<file path="src/rtl/tfr_pkg.sv">
package tfr_pkg;
  localparam int REG_W     = 8;
  localparam int NUM_FLAGS = 6;
  localparam int DIR_POS   = 7;
  localparam int FIX1_POS  = 6;
  localparam int UDF_POS   = 5;
  localparam int OVF_POS   = 4;

  // Next value of one sticky flag: a set event always beats a clear.
  function automatic logic flag_next(input logic cur, input logic set, input logic clr);
    return set | (cur & ~clr);
  endfunction

  // Read-armed bit: any write consumes it, and a read while the flag is 1 re-arms it.
  function automatic logic arm_next(input logic arm, input logic cur,
                                    input logic rd, input logic wr);
    return (arm & ~wr) | (rd & cur);
  endfunction

  // Assemble the register readback image.
  function automatic logic [REG_W-1:0] pack_status(input logic dir,
                                                   input logic [NUM_FLAGS-1:0] f);
    logic [REG_W-1:0] v;
    v = '0;
    v[NUM_FLAGS-1:0] = f;
    v[FIX1_POS] = 1'b1;
    v[DIR_POS]  = dir;
    return v;
  endfunction
endpackage

</file>
<file path="src/rtl/tfr_flag_cell.sv">
module tfr_flag_cell #(
  parameter bit ENABLED = 1'b1
) (
  input  logic clk,
  input  logic rst_n,
  input  logic set_pulse,
  input  logic rd_stb,
  input  logic wr_stb,
  input  logic wr_bit,
  output logic flag_o,
  output logic arm_o,
  output logic clr_o
);
  import tfr_pkg::*;

  logic flag_q, arm_q, clr_hit;

  // A clear takes effect only with an armed flag and a 0 in the written bit.
  assign clr_hit = wr_stb & ~wr_bit & arm_q;

  always_ff @(posedge clk) begin
    if (!rst_n) begin
      flag_q <= 1'b0;
      arm_q  <= 1'b0;
    end else begin
      flag_q <= ENABLED ? flag_next(flag_q, set_pulse, clr_hit) : 1'b0;
      arm_q  <= ENABLED ? arm_next(arm_q, flag_q, rd_stb, wr_stb) : 1'b0;
    end
  end

  assign flag_o = flag_q;
  assign arm_o  = arm_q;
  assign clr_o  = clr_hit;
endmodule

</file>
<file path="src/rtl/tfr_readback.sv">
module tfr_readback #(
  parameter bit PHASE_CAPABLE = 1'b1
) (
  input  logic                          clk,
  input  logic                          rst_n,
  input  logic                          dir_up,
  input  logic [tfr_pkg::NUM_FLAGS-1:0] flags,
  output logic [tfr_pkg::REG_W-1:0]     rd_data
);
  import tfr_pkg::*;

  logic dir_q;

  // The direction bit is registered; it is fixed at 1 when the channel cannot phase-count.
  always_ff @(posedge clk) begin
    if (!rst_n) dir_q <= 1'b1;
    else        dir_q <= PHASE_CAPABLE ? dir_up : 1'b1;
  end

  assign rd_data = pack_status(dir_q, flags);
endmodule

</file>
<file path="src/rtl/tmr_flag_reg.sv">
module tmr_flag_reg #(
  parameter bit PHASE_CAPABLE = 1'b1
) (
  input  logic       clk,
  input  logic       rst_n,
  input  logic       rd_en,
  input  logic       wr_en,
  input  logic [7:0] wr_data,
  output logic [7:0] rd_data,
  input  logic       dir_up,
  input  logic       evt_udf,
  input  logic       evt_ovf,
  input  logic [3:0] evt_cmp,
  input  logic [5:0] irq_en,
  output logic [5:0] irq
);
  import tfr_pkg::*;

  // Internal events, brought out as named wires for the checker.
  logic [NUM_FLAGS-1:0] set_vec;
  logic [NUM_FLAGS-1:0] flag_q;
  logic [NUM_FLAGS-1:0] arm_q;
  logic [NUM_FLAGS-1:0] clr_hit;

  assign set_vec = {evt_udf & PHASE_CAPABLE, evt_ovf, evt_cmp};

  for (genvar i = 0; i < NUM_FLAGS; i++) begin : g_flag
    localparam bit CELL_ON = (i == UDF_POS) ? PHASE_CAPABLE : 1'b1;
    tfr_flag_cell #(.ENABLED(CELL_ON)) u_cell (
      .clk       (clk),
      .rst_n     (rst_n),
      .set_pulse (set_vec[i]),
      .rd_stb    (rd_en),
      .wr_stb    (wr_en),
      .wr_bit    (wr_data[i]),
      .flag_o    (flag_q[i]),
      .arm_o     (arm_q[i]),
      .clr_o     (clr_hit[i])
    );
  end

  tfr_readback #(.PHASE_CAPABLE(PHASE_CAPABLE)) u_rb (
    .clk     (clk),
    .rst_n   (rst_n),
    .dir_up  (dir_up),
    .flags   (flag_q),
    .rd_data (rd_data)
  );

  assign irq = flag_q & irq_en;

  logic unused_wr_hi;
  assign unused_wr_hi = &{1'b1, wr_data[7:6]};
endmodule

</file>
<file path="config.mk">
export PLATFORM = sky130hd
export DESIGN_NAME = tmr_flag_reg
export DESIGN_NICKNAME = d
export VERILOG_FILES = /design/src/rtl/tfr_pkg.sv /design/src/rtl/tfr_flag_cell.sv /design/src/rtl/tfr_readback.sv /design/src/rtl/tmr_flag_reg.sv
export SDC_FILE = /design/constraint.sdc
export NUM_CORES = 1
export LEC_CHECK = 0
export ABC_AREA = 1
export ABC_CLOCK_PERIOD_IN_PS = 900
export BUFFER_PORTS_ARGS = -buffer_cell sky130_fd_sc_hd__buf_4
export CAP_MARGIN = 20
export CORE_MARGIN = 2
export CORE_UTILIZATION = 40
export DETAILED_ROUTE_END_ITERATION = 10
export PLACE_DENSITY = 0.76
export SLEW_MARGIN = 5
export SYNTH_ARGS = -nofsm -noshare
export SYNTH_HDL_FRONTEND = slang
export SYNTH_SLANG_ARGS = --single-unit
export TNS_END_PERCENT = 1
</file>
<file path="constraint.sdc">
create_clock -name clk -period 0.9 [get_ports clk]
set_input_delay 0.18 -clock clk [delete_from_list [all_inputs] [get_ports clk]]
set_output_delay 0.18 -clock clk [all_outputs]
set_load 0.005 [all_outputs]
</file>
==> impl_metrics.env <==
export IMPL_synth_area_top_cells="dfxtp_1 (44%), nand2_1 (15%), inv_1 (12%), a21oi_1 (10%), buf_4 (10%)"
export IMPL_finClkSkew_ns=0.000286
export IMPL_drive_gt1_frac=0.463
export IMPL_max_freq_mhz=979
export IMPL_viasPerCell=4.51
export IMPL_clk_latency_ns=0.28
export IMPL_cp_arrival_ns=0.84
export IMPL_setup_violations=12
export IMPL_mostFrequentLayoutCells="buf_4 (33), nand2_1 (22), inv_1 (17), a21oi_1 (12), dfxtp_1 (7)"
export IMPL_gp_congestion=0.698
export IMPL_numCtsBuffers=3
export IMPL_seqPwrFrac=0.508
export IMPL_cp_slowest_cell="dfxtp_2"
export IMPL_worstRegToRegCells=3
export IMPL_die_width_um=42.4
export IMPL_combPwrFrac=0.208
export IMPL_seq_area_frac_synth=0.441
export IMPL_drt_iter0_drc=14
export IMPL_yosys_area_top_type="dfxtp_1"
export IMPL_rows=13
export IMPL_rsz0062_at_grt="yes"
export IMPL_ys_seq_elements=13
export IMPL_coreArea_sq_um=1330
export IMPL_rr_startpoint="g_flag[3].u_cell.flag_o"
export IMPL_firstDrtPassIters=4
export IMPL_fin_crit_ns=1.02
export IMPL_port_buffers=35
export IMPL_drc=0
export IMPL_cp_max_fo=3
export IMPL_cts_reportedPaths_clkPinSlew_ns=0.09
export IMPL_max_cap_violations=0
export IMPL_final_common_cell="buf_4"
export IMPL_power_switching_uw=315
export IMPL_post_dp_hpwl_um=1000
export IMPL_syn_inst=86
export IMPL_worstHoldPathType="input port to register"
export IMPL_endpoint_kind="output pin"
export IMPL_fp_dieArea_sq_um=1800
export IMPL_ant_nets=0
export IMPL_nFillCells=113
export IMPL_grt_overflow_total=0
export IMPL_h_tree_depth=1
export IMPL_io_pins=39
export IMPL_synth_area_sq_um=591
export IMPL_finalHoldViolCount=0
export IMPL_p_int_uw=943
export IMPL_status="complete, but fails checks"
export IMPL_syn_num_nets=111
export IMPL_grt_pass1_wl_um=2380
export IMPL_vias=614
export IMPL_grt_use_total=0.174
export IMPL_start_util=0.443
export IMPL_register_area_sq_um=270
export IMPL_clock_power_share=0.284
export IMPL_slew_violations=0
export IMPL_post_place_ws_ns=0.148
export IMPL_ys_warn_count=0
export IMPL_cts_root_buf="clkbuf_4"
export IMPL_crit_path_start_kind="register"
export IMPL_wl_per_cell_um=10.6
export IMPL_p_leak_nw=0.520
export IMPL_path_buf_inv=2
export IMPL_cts_hold_buffers=0
export IMPL_num_antenna_cells=0
export IMPL_avgSynthCellArea_sq_um=6.87
export IMPL_period_share=1.14
export IMPL_tritoncts="built"
export IMPL_multiInputGateArea_sq_um=195
export IMPL_critPathMaxStageDelay_ns=0.37
export IMPL_grt_pass1_vias=565
export IMPL_swShare=0.250
export IMPL_setup_slack_ns=-0.122
export IMPL_synth_top_area_frac=0.441
export IMPL_hold_path_depth=2
export IMPL_grt_max_degree=13
export IMPL_pwr_density_cell_nw_per_um2=1360
export IMPL_syn2layout_area_growth_pct=56.1
export IMPL_crit_type="register to output pin"
export IMPL_cp_data_required_time_ns=0.72
export IMPL_cp_top_family="flip-flops"
export IMPL_cp_startpoint="g_flag[3].u_cell.flag_o"
export IMPL_cts_sinks=13
export IMPL_dp_cells=128
export IMPL_die_h_um=42.4
export IMPL_path_cells="nand2_2 -> inv_2 -> buf_6"
export IMPL_clk_path_buf_depth=2
export IMPL_routed_wirelength_um=1450
export IMPL_ir_drop_mv=1.08
export IMPL_synth_cell_types=10
export IMPL_layoutNonFillerInstCount=136
export IMPL_crit_cells=3
export IMPL_min_from="dir_up"
export IMPL_antenna_found_initial=0
export IMPL_violations="setup timing"
export IMPL_nNetsFinal=147
[per-stage QoR]
stage	utilization	area (sq um)	setup TNS (ns)	total power [mW]	hold WS [ns]
5_1_grt	0.691	922	-1.19	1.32	0.0835
2_1_floorplan	-	591	0	0.747	0.287
3_3_place_gp	0.620	827	0	0.866	0.371
3_5_place_dp	0.620	827	0	0.873	0.374
4_1_cts	0.672	896	-0.789	1.25	0.0884
6_report	0.691	922	-0.733	1.26	0.0956
[Yosys cell counts]
library cell	instances
a21oi_1	12
buf_2	1
inv_1	19
dfxtp_1	13
or2_2	1
buf_4	8
conb_1	1
nand3_1	6
inv_2	1
nand2_1	24
[path summary, 6_finish.rpt]
| path | endpoint | slack (ns) |
|---|---|---|
| max reg2reg | g_flag[3].u_cell.arm_o | 0.12 |
| min reg2reg | g_flag[2].u_cell.arm_o | 0.46 |
| max | irq[3] | -0.12 |
| min | u_rb.dir_q | 0.1 |
[registers in the layout, summed over array words and instances, names as in the netlist]
name / cells
g_flag.u_cell.arm_o: 6
g_flag.u_cell.flag_o: 6
u_rb.dir_q: 1
[cells by family after synthesis]
kind of cell / Yosys count / share of synthesized area
flip-flops: 13 / 0.441
other: 1 / 0.00635
AND/OR/NAND/NOR: 31 / 0.214
buffers and inverters: 29 / 0.237
AO/OA/AOI/OAI: 12 / 0.102
[cell type report]
type | count | area share
well taps | 15 | 0.0204
flip-flops and latches | 13 | 0.293
inverters | 20 | 0.0814
multi-input cells | 44 | 0.212
repair buffers | 40 | 0.364
clock inverters | 1 | 0.00543
clock buffers | 3 | 0.0244
[repair_timing]
item                                    4_1_cts  5_1_grt
gates resized for setup                       9        8
pin swaps                                     0        2
setup buffers                                 3        1
endpoints found under the setup margin       12       12
[worst register-to-register path, stage by stage (launching register included)]
cell	delay (ns)
dfxtp_2	0.37
buf_4	0.12
nand2_1	0.06
a21oi_1	0.17
[routing by layer]
metal / GRT usage / share of wire / vias to the layer above
met4: 0.0750 / 0.015 / 0
met2: 0.298 / 0.52 / 31
li1: - / - / 316
met3: 0.0603 / 0.090 / 4
met1: 0.193 / 0.37 / 263
met5: 0 / 0 / -
[power by group through the flow]
stage               Combinational (mW)  Sequential, mW  Clock [mW]
floorplan                        0.104           0.643           0
global placement                 0.218           0.648           0
detailed placement               0.224           0.648           0
CTS                              0.247           0.638       0.366
global route                     0.285           0.644       0.392
finish                           0.261           0.638       0.358
No activity file was read; power rests on OpenSTA's default activity.
